`src/rtl/pm_evt_pkg.sv`:
```
package pm_evt_pkg;

   // Widths of the enable word
   localparam int EN_W   = 16;
   localparam int LANE_W = 8;

   // Bit positions decoded by the routing logic
   localparam int B_TMROF     = 0;
   localparam int B_GBL       = 5;
   localparam int B_PWRBTN    = 8;
   localparam int B_RTC       = 10;
   localparam int B_PEXP_WDIS = 14;

   // Default reset-domain membership of each implemented bit
   localparam logic [EN_W-1:0] DEF_CORE_MASK   = 16'h0021;
   localparam logic [EN_W-1:0] DEF_RESUME_MASK = 16'h4100;
   localparam logic [EN_W-1:0] DEF_RTC_MASK    = 16'h0400;

   typedef struct packed {
      logic tmrof;
      logic gbl;
      logic pwrbtn;
      logic rtc;
      logic pexp;
   } pm_sts_t;

   typedef struct packed {
      logic sci;
      logic smi;
      logic wake;
   } pm_req_t;

endpackage

```
`src/rtl/pm_io_port.sv`:
```
module pm_io_port #(
   parameter int              W         = 16,
   parameter int              ADDR_W    = 8,
   parameter logic [ADDR_W-1:0] OFFSET  = 8'h02,
   parameter logic [W-1:0]    IMPL_MASK = 16'h4521
) (
   input  logic [ADDR_W-1:0] io_addr,
   input  logic              io_wr,
   input  logic [W-1:0]      en_q,
   output logic              wr_hit,
   output logic [W-1:0]      rdata
);

   logic sel;

   assign sel    = (io_addr == OFFSET);
   assign wr_hit = sel & io_wr;
   assign rdata  = sel ? (en_q & IMPL_MASK) : '0;

endmodule

```
`src/rtl/pm_en_store.sv`:
```
module pm_en_store #(
   parameter int           W           = 16,
   parameter int           LANE_W      = 8,
   parameter logic [W-1:0] CORE_MASK   = 16'h0021,
   parameter logic [W-1:0] RESUME_MASK = 16'h4100,
   parameter logic [W-1:0] RTC_MASK    = 16'h0400
) (
   input  logic                clk,
   input  logic                core_rst_n,
   input  logic                resume_rst_n,
   input  logic                rtc_rst_n,
   input  logic                pbo_clr,
   input  logic                wr,
   input  logic [W/LANE_W-1:0] be,
   input  logic [W-1:0]        wdata,
   output logic [W-1:0]        en_q
);

   localparam int NLANE = W / LANE_W;

   if (W % LANE_W != 0) begin : g_chk_lane
      $error("pm_en_store: width must be a whole number of byte lanes");
   end
   if (((CORE_MASK & RESUME_MASK) | (CORE_MASK & RTC_MASK) |
        (RESUME_MASK & RTC_MASK)) != '0) begin : g_chk_dom
      $error("pm_en_store: a bit may belong to one reset domain only");
   end
   if (NLANE < 1) begin : g_chk_nlane
      $error("pm_en_store: at least one byte lane is required");
   end

   for (genvar i = 0; i < W; i++) begin : g_bit
      if (CORE_MASK[i]) begin : g_core
         logic q;
         always_ff @(posedge clk or negedge core_rst_n) begin
            if (!core_rst_n)              q <= 1'b0;
            else if (wr && be[i/LANE_W])  q <= wdata[i];
         end
         assign en_q[i] = q;
      end else if (RESUME_MASK[i]) begin : g_resume
         logic q;
         always_ff @(posedge clk or negedge resume_rst_n) begin
            if (!resume_rst_n)            q <= 1'b0;
            else if (wr && be[i/LANE_W])  q <= wdata[i];
         end
         assign en_q[i] = q;
      end else if (RTC_MASK[i]) begin : g_rtc
         logic q;
         always_ff @(posedge clk or negedge rtc_rst_n) begin
            if (!rtc_rst_n)               q <= 1'b0;
            else if (pbo_clr)             q <= 1'b0;
            else if (wr && be[i/LANE_W])  q <= wdata[i];
         end
         assign en_q[i] = q;
      end else begin : g_rsvd
         assign en_q[i] = 1'b0;
      end
   end

   // Byte lane 0 is untouched by a write that leaves its enable low
   AST_LANE0_HOLD: assert property (@(posedge clk) disable iff (!core_rst_n || !resume_rst_n || !rtc_rst_n)
      (wr && !be[0] && !pbo_clr) |=> $stable(en_q[LANE_W-1:0]));

   // Override pulse empties the RTC domain on the next edge
   AST_PBO_CLEARS: assert property (@(posedge clk) disable iff (!rtc_rst_n)
      pbo_clr |=> ((en_q & RTC_MASK) == '0));

   // RTC-domain bits survive core and resume resets
   AST_RTC_SURVIVES: assert property (@(posedge clk) disable iff (!rtc_rst_n)
      (!pbo_clr && !wr) |=> $stable(en_q & RTC_MASK));

   // Core reset leaves no core bit set
   AST_CORE_DOMAIN_CLR: assert property (@(posedge clk) disable iff (!rtc_rst_n)
      !core_rst_n |-> ((en_q & CORE_MASK) == '0));

   // Resume reset leaves no resume bit set
   AST_RESUME_DOMAIN_CLR: assert property (@(posedge clk) disable iff (!rtc_rst_n)
      !resume_rst_n |-> ((en_q & RESUME_MASK) == '0));

endmodule

```
`src/rtl/pm_evt_route.sv`:
```
module pm_evt_route
   import pm_evt_pkg::*;
#(
   parameter int W = 16
) (
   input  logic [W-1:0] en,
   input  pm_sts_t      sts,
   input  logic         sci_mode,
   output pm_req_t      req
);

   if (W <= B_PEXP_WDIS) begin : g_chk_w
      $error("pm_evt_route: enable word too narrow for routed bits");
   end

   logic tmrof_hit, gbl_hit, pwrbtn_hit, rtc_hit, pexp_hit;
   logic either_hit;

   assign tmrof_hit  = en[B_TMROF]  & sts.tmrof;
   assign gbl_hit    = en[B_GBL]    & sts.gbl;
   assign pwrbtn_hit = en[B_PWRBTN] & sts.pwrbtn;
   assign rtc_hit    = en[B_RTC]    & sts.rtc;
   // inverted sense: a set bit blocks this wake source
   assign pexp_hit   = ~en[B_PEXP_WDIS] & sts.pexp;

   // events whose interrupt type follows the mode input
   assign either_hit = tmrof_hit | pwrbtn_hit | rtc_hit;

   always_comb begin
      req.sci  = gbl_hit | (sci_mode & either_hit);
      req.smi  = ~sci_mode & either_hit;
      req.wake = sts.pwrbtn | rtc_hit | pexp_hit;
   end

endmodule

```
`src/rtl/pm_evt_enable.sv`:
```
module pm_evt_enable
   import pm_evt_pkg::*;
#(
   parameter int                W           = EN_W,
   parameter int                ADDR_W      = 8,
   parameter logic [ADDR_W-1:0] EN_OFFSET   = 8'h02,
   parameter logic [W-1:0]      CORE_MASK   = DEF_CORE_MASK,
   parameter logic [W-1:0]      RESUME_MASK = DEF_RESUME_MASK,
   parameter logic [W-1:0]      RTC_MASK    = DEF_RTC_MASK
) (
   input  logic                clk,
   input  logic                core_rst_n,
   input  logic                resume_rst_n,
   input  logic                rtc_rst_n,
   input  logic                pbo_clr,
   input  logic [ADDR_W-1:0]   io_addr,
   input  logic                io_wr,
   input  logic [W/LANE_W-1:0] io_be,
   input  logic [W-1:0]        io_wdata,
   output logic [W-1:0]        io_rdata,
   input  logic                sci_mode,
   input  logic                sts_tmrof,
   input  logic                sts_gbl,
   input  logic                sts_pwrbtn,
   input  logic                sts_rtc,
   input  logic                sts_pexp,
   output logic                sci,
   output logic                smi,
   output logic                wake
);

   localparam logic [W-1:0] IMPL_MASK = CORE_MASK | RESUME_MASK | RTC_MASK;

   if (!IMPL_MASK[B_TMROF] || !IMPL_MASK[B_GBL] || !IMPL_MASK[B_PWRBTN] ||
       !IMPL_MASK[B_RTC] || !IMPL_MASK[B_PEXP_WDIS]) begin : g_chk_impl
      $error("pm_evt_enable: every routed bit needs a reset domain");
   end

   logic [W-1:0] en_q;
   logic         wr_hit;
   pm_sts_t      sts;
   pm_req_t      req;

   pm_io_port #(
      .W(W), .ADDR_W(ADDR_W), .OFFSET(EN_OFFSET), .IMPL_MASK(IMPL_MASK)
   ) u_port (
      .io_addr (io_addr),
      .io_wr   (io_wr),
      .en_q    (en_q),
      .wr_hit  (wr_hit),
      .rdata   (io_rdata)
   );

   pm_en_store #(
      .W(W), .LANE_W(LANE_W), .CORE_MASK(CORE_MASK),
      .RESUME_MASK(RESUME_MASK), .RTC_MASK(RTC_MASK)
   ) u_store (
      .clk          (clk),
      .core_rst_n   (core_rst_n),
      .resume_rst_n (resume_rst_n),
      .rtc_rst_n    (rtc_rst_n),
      .pbo_clr      (pbo_clr),
      .wr           (wr_hit),
      .be           (io_be),
      .wdata        (io_wdata),
      .en_q         (en_q)
   );

   assign sts = '{tmrof: sts_tmrof, gbl: sts_gbl, pwrbtn: sts_pwrbtn,
                  rtc: sts_rtc, pexp: sts_pexp};

   pm_evt_route #(.W(W)) u_route (
      .en       (en_q),
      .sts      (sts),
      .sci_mode (sci_mode),
      .req      (req)
   );

   assign sci  = req.sci;
   assign smi  = req.smi;
   assign wake = req.wake;

   AST_MODE_NO_SMI: assert property (@(posedge clk) disable iff (!core_rst_n)
      sci_mode |-> !smi);

   AST_GBL_SCI: assert property (@(posedge clk) disable iff (!core_rst_n)
      (io_rdata[B_GBL] && (io_addr == EN_OFFSET) && sts_gbl) |-> sci);

   AST_PWRBTN_WAKE: assert property (@(posedge clk) disable iff (!core_rst_n)
      sts_pwrbtn |-> wake);

   AST_WAKE_SOURCE: assert property (@(posedge clk) disable iff (!core_rst_n)
      wake |-> (sts_pwrbtn || sts_rtc || sts_pexp));

   AST_RTC_QUIET: assert property (@(posedge clk) disable iff (!core_rst_n)
      (!sts_tmrof && !sts_gbl && !sts_pwrbtn && !sts_pexp && !en_q[B_RTC])
      |-> (!sci && !smi && !wake));

   AST_NO_STS_NO_REQ: assert property (@(posedge clk) disable iff (!core_rst_n)
      (!sts_tmrof && !sts_gbl && !sts_pwrbtn && !sts_rtc && !sts_pexp)
      |-> (!sci && !smi && !wake));

endmodule

```
`config.mk`:
```
export PLATFORM = sky130hd
export DESIGN_NAME = pm_evt_enable
export DESIGN_NICKNAME = d
export VERILOG_FILES = /design/src/rtl/pm_evt_pkg.sv /design/src/rtl/pm_io_port.sv /design/src/rtl/pm_en_store.sv /design/src/rtl/pm_evt_route.sv /design/src/rtl/pm_evt_enable.sv
export SDC_FILE = /design/constraint.sdc
export NUM_CORES = 1
export LEC_CHECK = 0
export ABC_CLOCK_PERIOD_IN_PS = 1800
export BUFFER_PORTS_ARGS = -buffer_cell sky130_fd_sc_hd__buf_2
export CAP_MARGIN = 25
export CORE_UTILIZATION = 35
export CTS_BUF_LIST = sky130_fd_sc_hd__clkbuf_16
export DETAILED_ROUTE_END_ITERATION = 16
export GPL_TIMING_DRIVEN = 1
export PLACE_DENSITY = 0.77
export SKIP_CTS_REPAIR_TIMING = 1
export SLEW_MARGIN = 5
export SYNTH_ARGS = -nofsm -noshare
export SYNTH_HDL_FRONTEND = slang
export SYNTH_HIERARCHICAL = 1
export SYNTH_SLANG_ARGS = --single-unit
```
`constraint.sdc`:
```
create_clock -name clk -period 1.8 [get_ports clk]
set_clock_uncertainty 0.2 [all_clocks]
set_input_delay 0.36 -clock clk [delete_from_list [all_inputs] [get_ports clk]]
set_output_delay 0.36 -clock clk [all_outputs]
set_load 0.1 [all_outputs]
```
==> impl_summary.log <==
INFO  metric run_status = finished with violations
INFO  metric failing_checks = setup timing
INFO  metric final_util = 0.754
INFO  metric num_rows = 13
INFO  metric setup_viol = 13
INFO  metric cts_made_buffers = 3
INFO  metric yosys_synthesis_warning_count = 6
INFO  metric min_period = 2.15 ns
INFO  metric worst_r2r_path_depth = 4
INFO  metric worst_setup_path_start_kind = primary input
INFO  metric via_count = 510
INFO  metric final_critical_path_setup_slack = -0.345 ns
INFO  metric post_layout_nonfiller_instances = ~110
INFO  metric globalRouteOverflowTotal = 0
INFO  metric route.detailed.vias_per_inst = between 4 and 5
INFO  metric pin_count_of_the_biggest_net_entering_global_routing = 5
INFO  metric min_delay_path_depth = 2
INFO  metric path_max_fanout = 3
INFO  metric final_layout_size_suffix_gt1_frac = 0.673
INFO  metric die_outline_area = ~1600 um2
INFO  metric worst-setup-path-type = in2out
INFO  metric grt_antenna_before_repair = 0
INFO  metric cellLeakagePower = around 0.55 nW
INFO  metric vdd.ir_drop.worst = between 600 and 700 uV
INFO  metric clkLatencyLatePin = roughly 0.22 ns
INFO  metric syn-mean-instance-area = 9.36 um2
INFO  metric place_congestion = between 0.7 and 0.8
INFO  metric grt_pass1_wl = roughly 1700 um
INFO  metric tritoncts = built
INFO  metric route.final.wire_length = 1470 um
INFO  metric coreArea = between 1000 and 1500 um2
INFO  metric dp_cells = roughly 110
INFO  metric worst_setup_hold_path_clk_slew = around 0.03 ns
INFO  metric flow.area_growth_from_synthesis = 96.5%
INFO  metric maxCapViolations = 0
INFO  metric io_pins = 57
INFO  metric fin_crit_sh = 1.19
INFO  metric data_arrival_time_at_the_worst_slack_endpoint = between 1.5 and 2 ns
INFO  metric syn_area = 505 um2
INFO  metric number_of_nets_at_the_end_of_the_flow = 137
INFO  metric worst_ep_required = around 1.2 ns
INFO  metric hold_class = in2reg
INFO  metric cts_htree_levels = 1
INFO  metric dieWidth = 40.0 um
INFO  metric endpoint_kind = output port
INFO  metric power.density_cell_area = between 600 and 700 nW/um2
INFO  metric clock.fmax = around 470 MHz
INFO  metric grt_pass1_vias = ~410
INFO  metric report.final.hold_viol_count = 0
INFO  metric post-route-drc-count = 0
INFO  metric root_buffer = clkbuf_16
INFO  metric clock_sink_count = 5
INFO  metric start_util = 0.384
INFO  metric antennaDiodeCount = 0
INFO  metric ant_nets = 0
INFO  metric grt_setup_unrepaired = true
INFO  metric drt-initial-drc-count = 4
INFO  metric die-height = 40.0 um
INFO  metric grt_use_total = 0.179
INFO  metric initial_drt_pass_iterations = 4
INFO  metric timing_max_transition_violations_final = 0
INFO  metric cts-root-to-sink-buffers = 2
INFO  metric drt-wirelength-per-cell = around 13 um
INFO  metric io_buffer_count = 34
INFO  metric dpl.hpwl = 1070 um
INFO  metric synthesis.instances = 54
worst max-delay path: stages:
cell    delay, ns
buf_6        0.09
or4b_4       0.56
buf_6        0.16
nor3_4       0.21
buf_12       0.20
final cells by class:
cell class                 count  area, um2
multi-input combinational     33        300
clock inverter                 1       3.75
timing repair buffer          48        440
fill                          86        324
tap                           15       18.8
clock buffer                   3       75.1
inverter                       8       30.0
sequential                     5        125
through the flow:
stage | hold WS [ns] | setup WS, ns | cell area (um2) | TNS, ns | total power [mW]
floorplan | -0.136 | -0.587 | 588 | -4.17 | 0.277
global placement | -0.0607 | -0.342 | 803 | -3.23 | 0.293
detailed placement | -0.0610 | -0.397 | 803 | -3.44 | 0.295
CTS | -0.303 | -0.401 | 882 | -2.76 | 0.656
global route | 0.0995 | -0.384 | 993 | -2.94 | 0.687
finish | 0.0835 | -0.345 | 993 | -2.48 | 0.670
path summary, 6_finish.rpt:
path / slack, ns / endpoint / from
worst max-delay path: -0.35 / io_rdata[8] / io_addr[4]
worst min-delay path: 0.08 / u_store/g_bit[10].g_rtc.q$_DFFE_PN0P_ / pbo_clr
worst max register to register: 0.60 / u_store/g_bit[10].g_rtc.q$_DFFE_PN0P_ / u_store/g_bit[10].g_rtc.q$_DFFE_PN0P_
worst min register to register: 0.34 / u_store/g_bit[14].g_resume.q$_DFFE_PN0P_ / u_store/g_bit[14].g_resume.q$_DFFE_PN0P_
max in group asynchronous: 1.03 / u_store/g_bit[8].g_resume.q$_DFFE_PN0P_ / resume_rst_n
min in group asynchronous: 0.25 / u_store/g_bit[10].g_rtc.q$_DFFE_PN0P_ / rtc_rst_n
power by group:
part | internal [mW] | leakage [nW] | total, mW | switching [mW]
registers | 0.116 | 0.0695 | 0.118 | 0.00199
clock network | 0.287 | 0.0423 | 0.356 | 0.0686
logic | 0.0505 | 0.434 | 0.196 | 0.146
registers in the layout (all words and copies together), names as in the netlist:
signal,cells
u_store/g_bit.g_core.q,2
u_store/g_bit.g_resume.q,2
u_store/g_bit.g_rtc.q,1
layout by cell type (no fill, tap or decap):
cell type	count
buf_2	25
conb_1	11
inv_1	9
buf_12	9
buf_6	6
buf_4	5
nor3_4	5
dfrtp_1	5
mux2_4	4
clkbuf_16	3
dlygate4sd3_1	3
or4_4	1
or4b_4	1
nor3_2	1
a222oi_1	1
nand2_1	1
o21ai_4	1
nor2_2	1
a221o_2	1
nand3_1	1
a21bo_2	1
a21oi_1	1
and2_4	1
nand2_2	1
routing by layer:
metal,vias to the layer above,wire length (um),GRT usage
li1,238,-,-
met1,227,492,0.159
met2,39,782,0.335
met3,6,149,0.0556
met4,0,44,0.129
met5,-,0,0
Note: power is estimated with default switching activity, not from simulation.
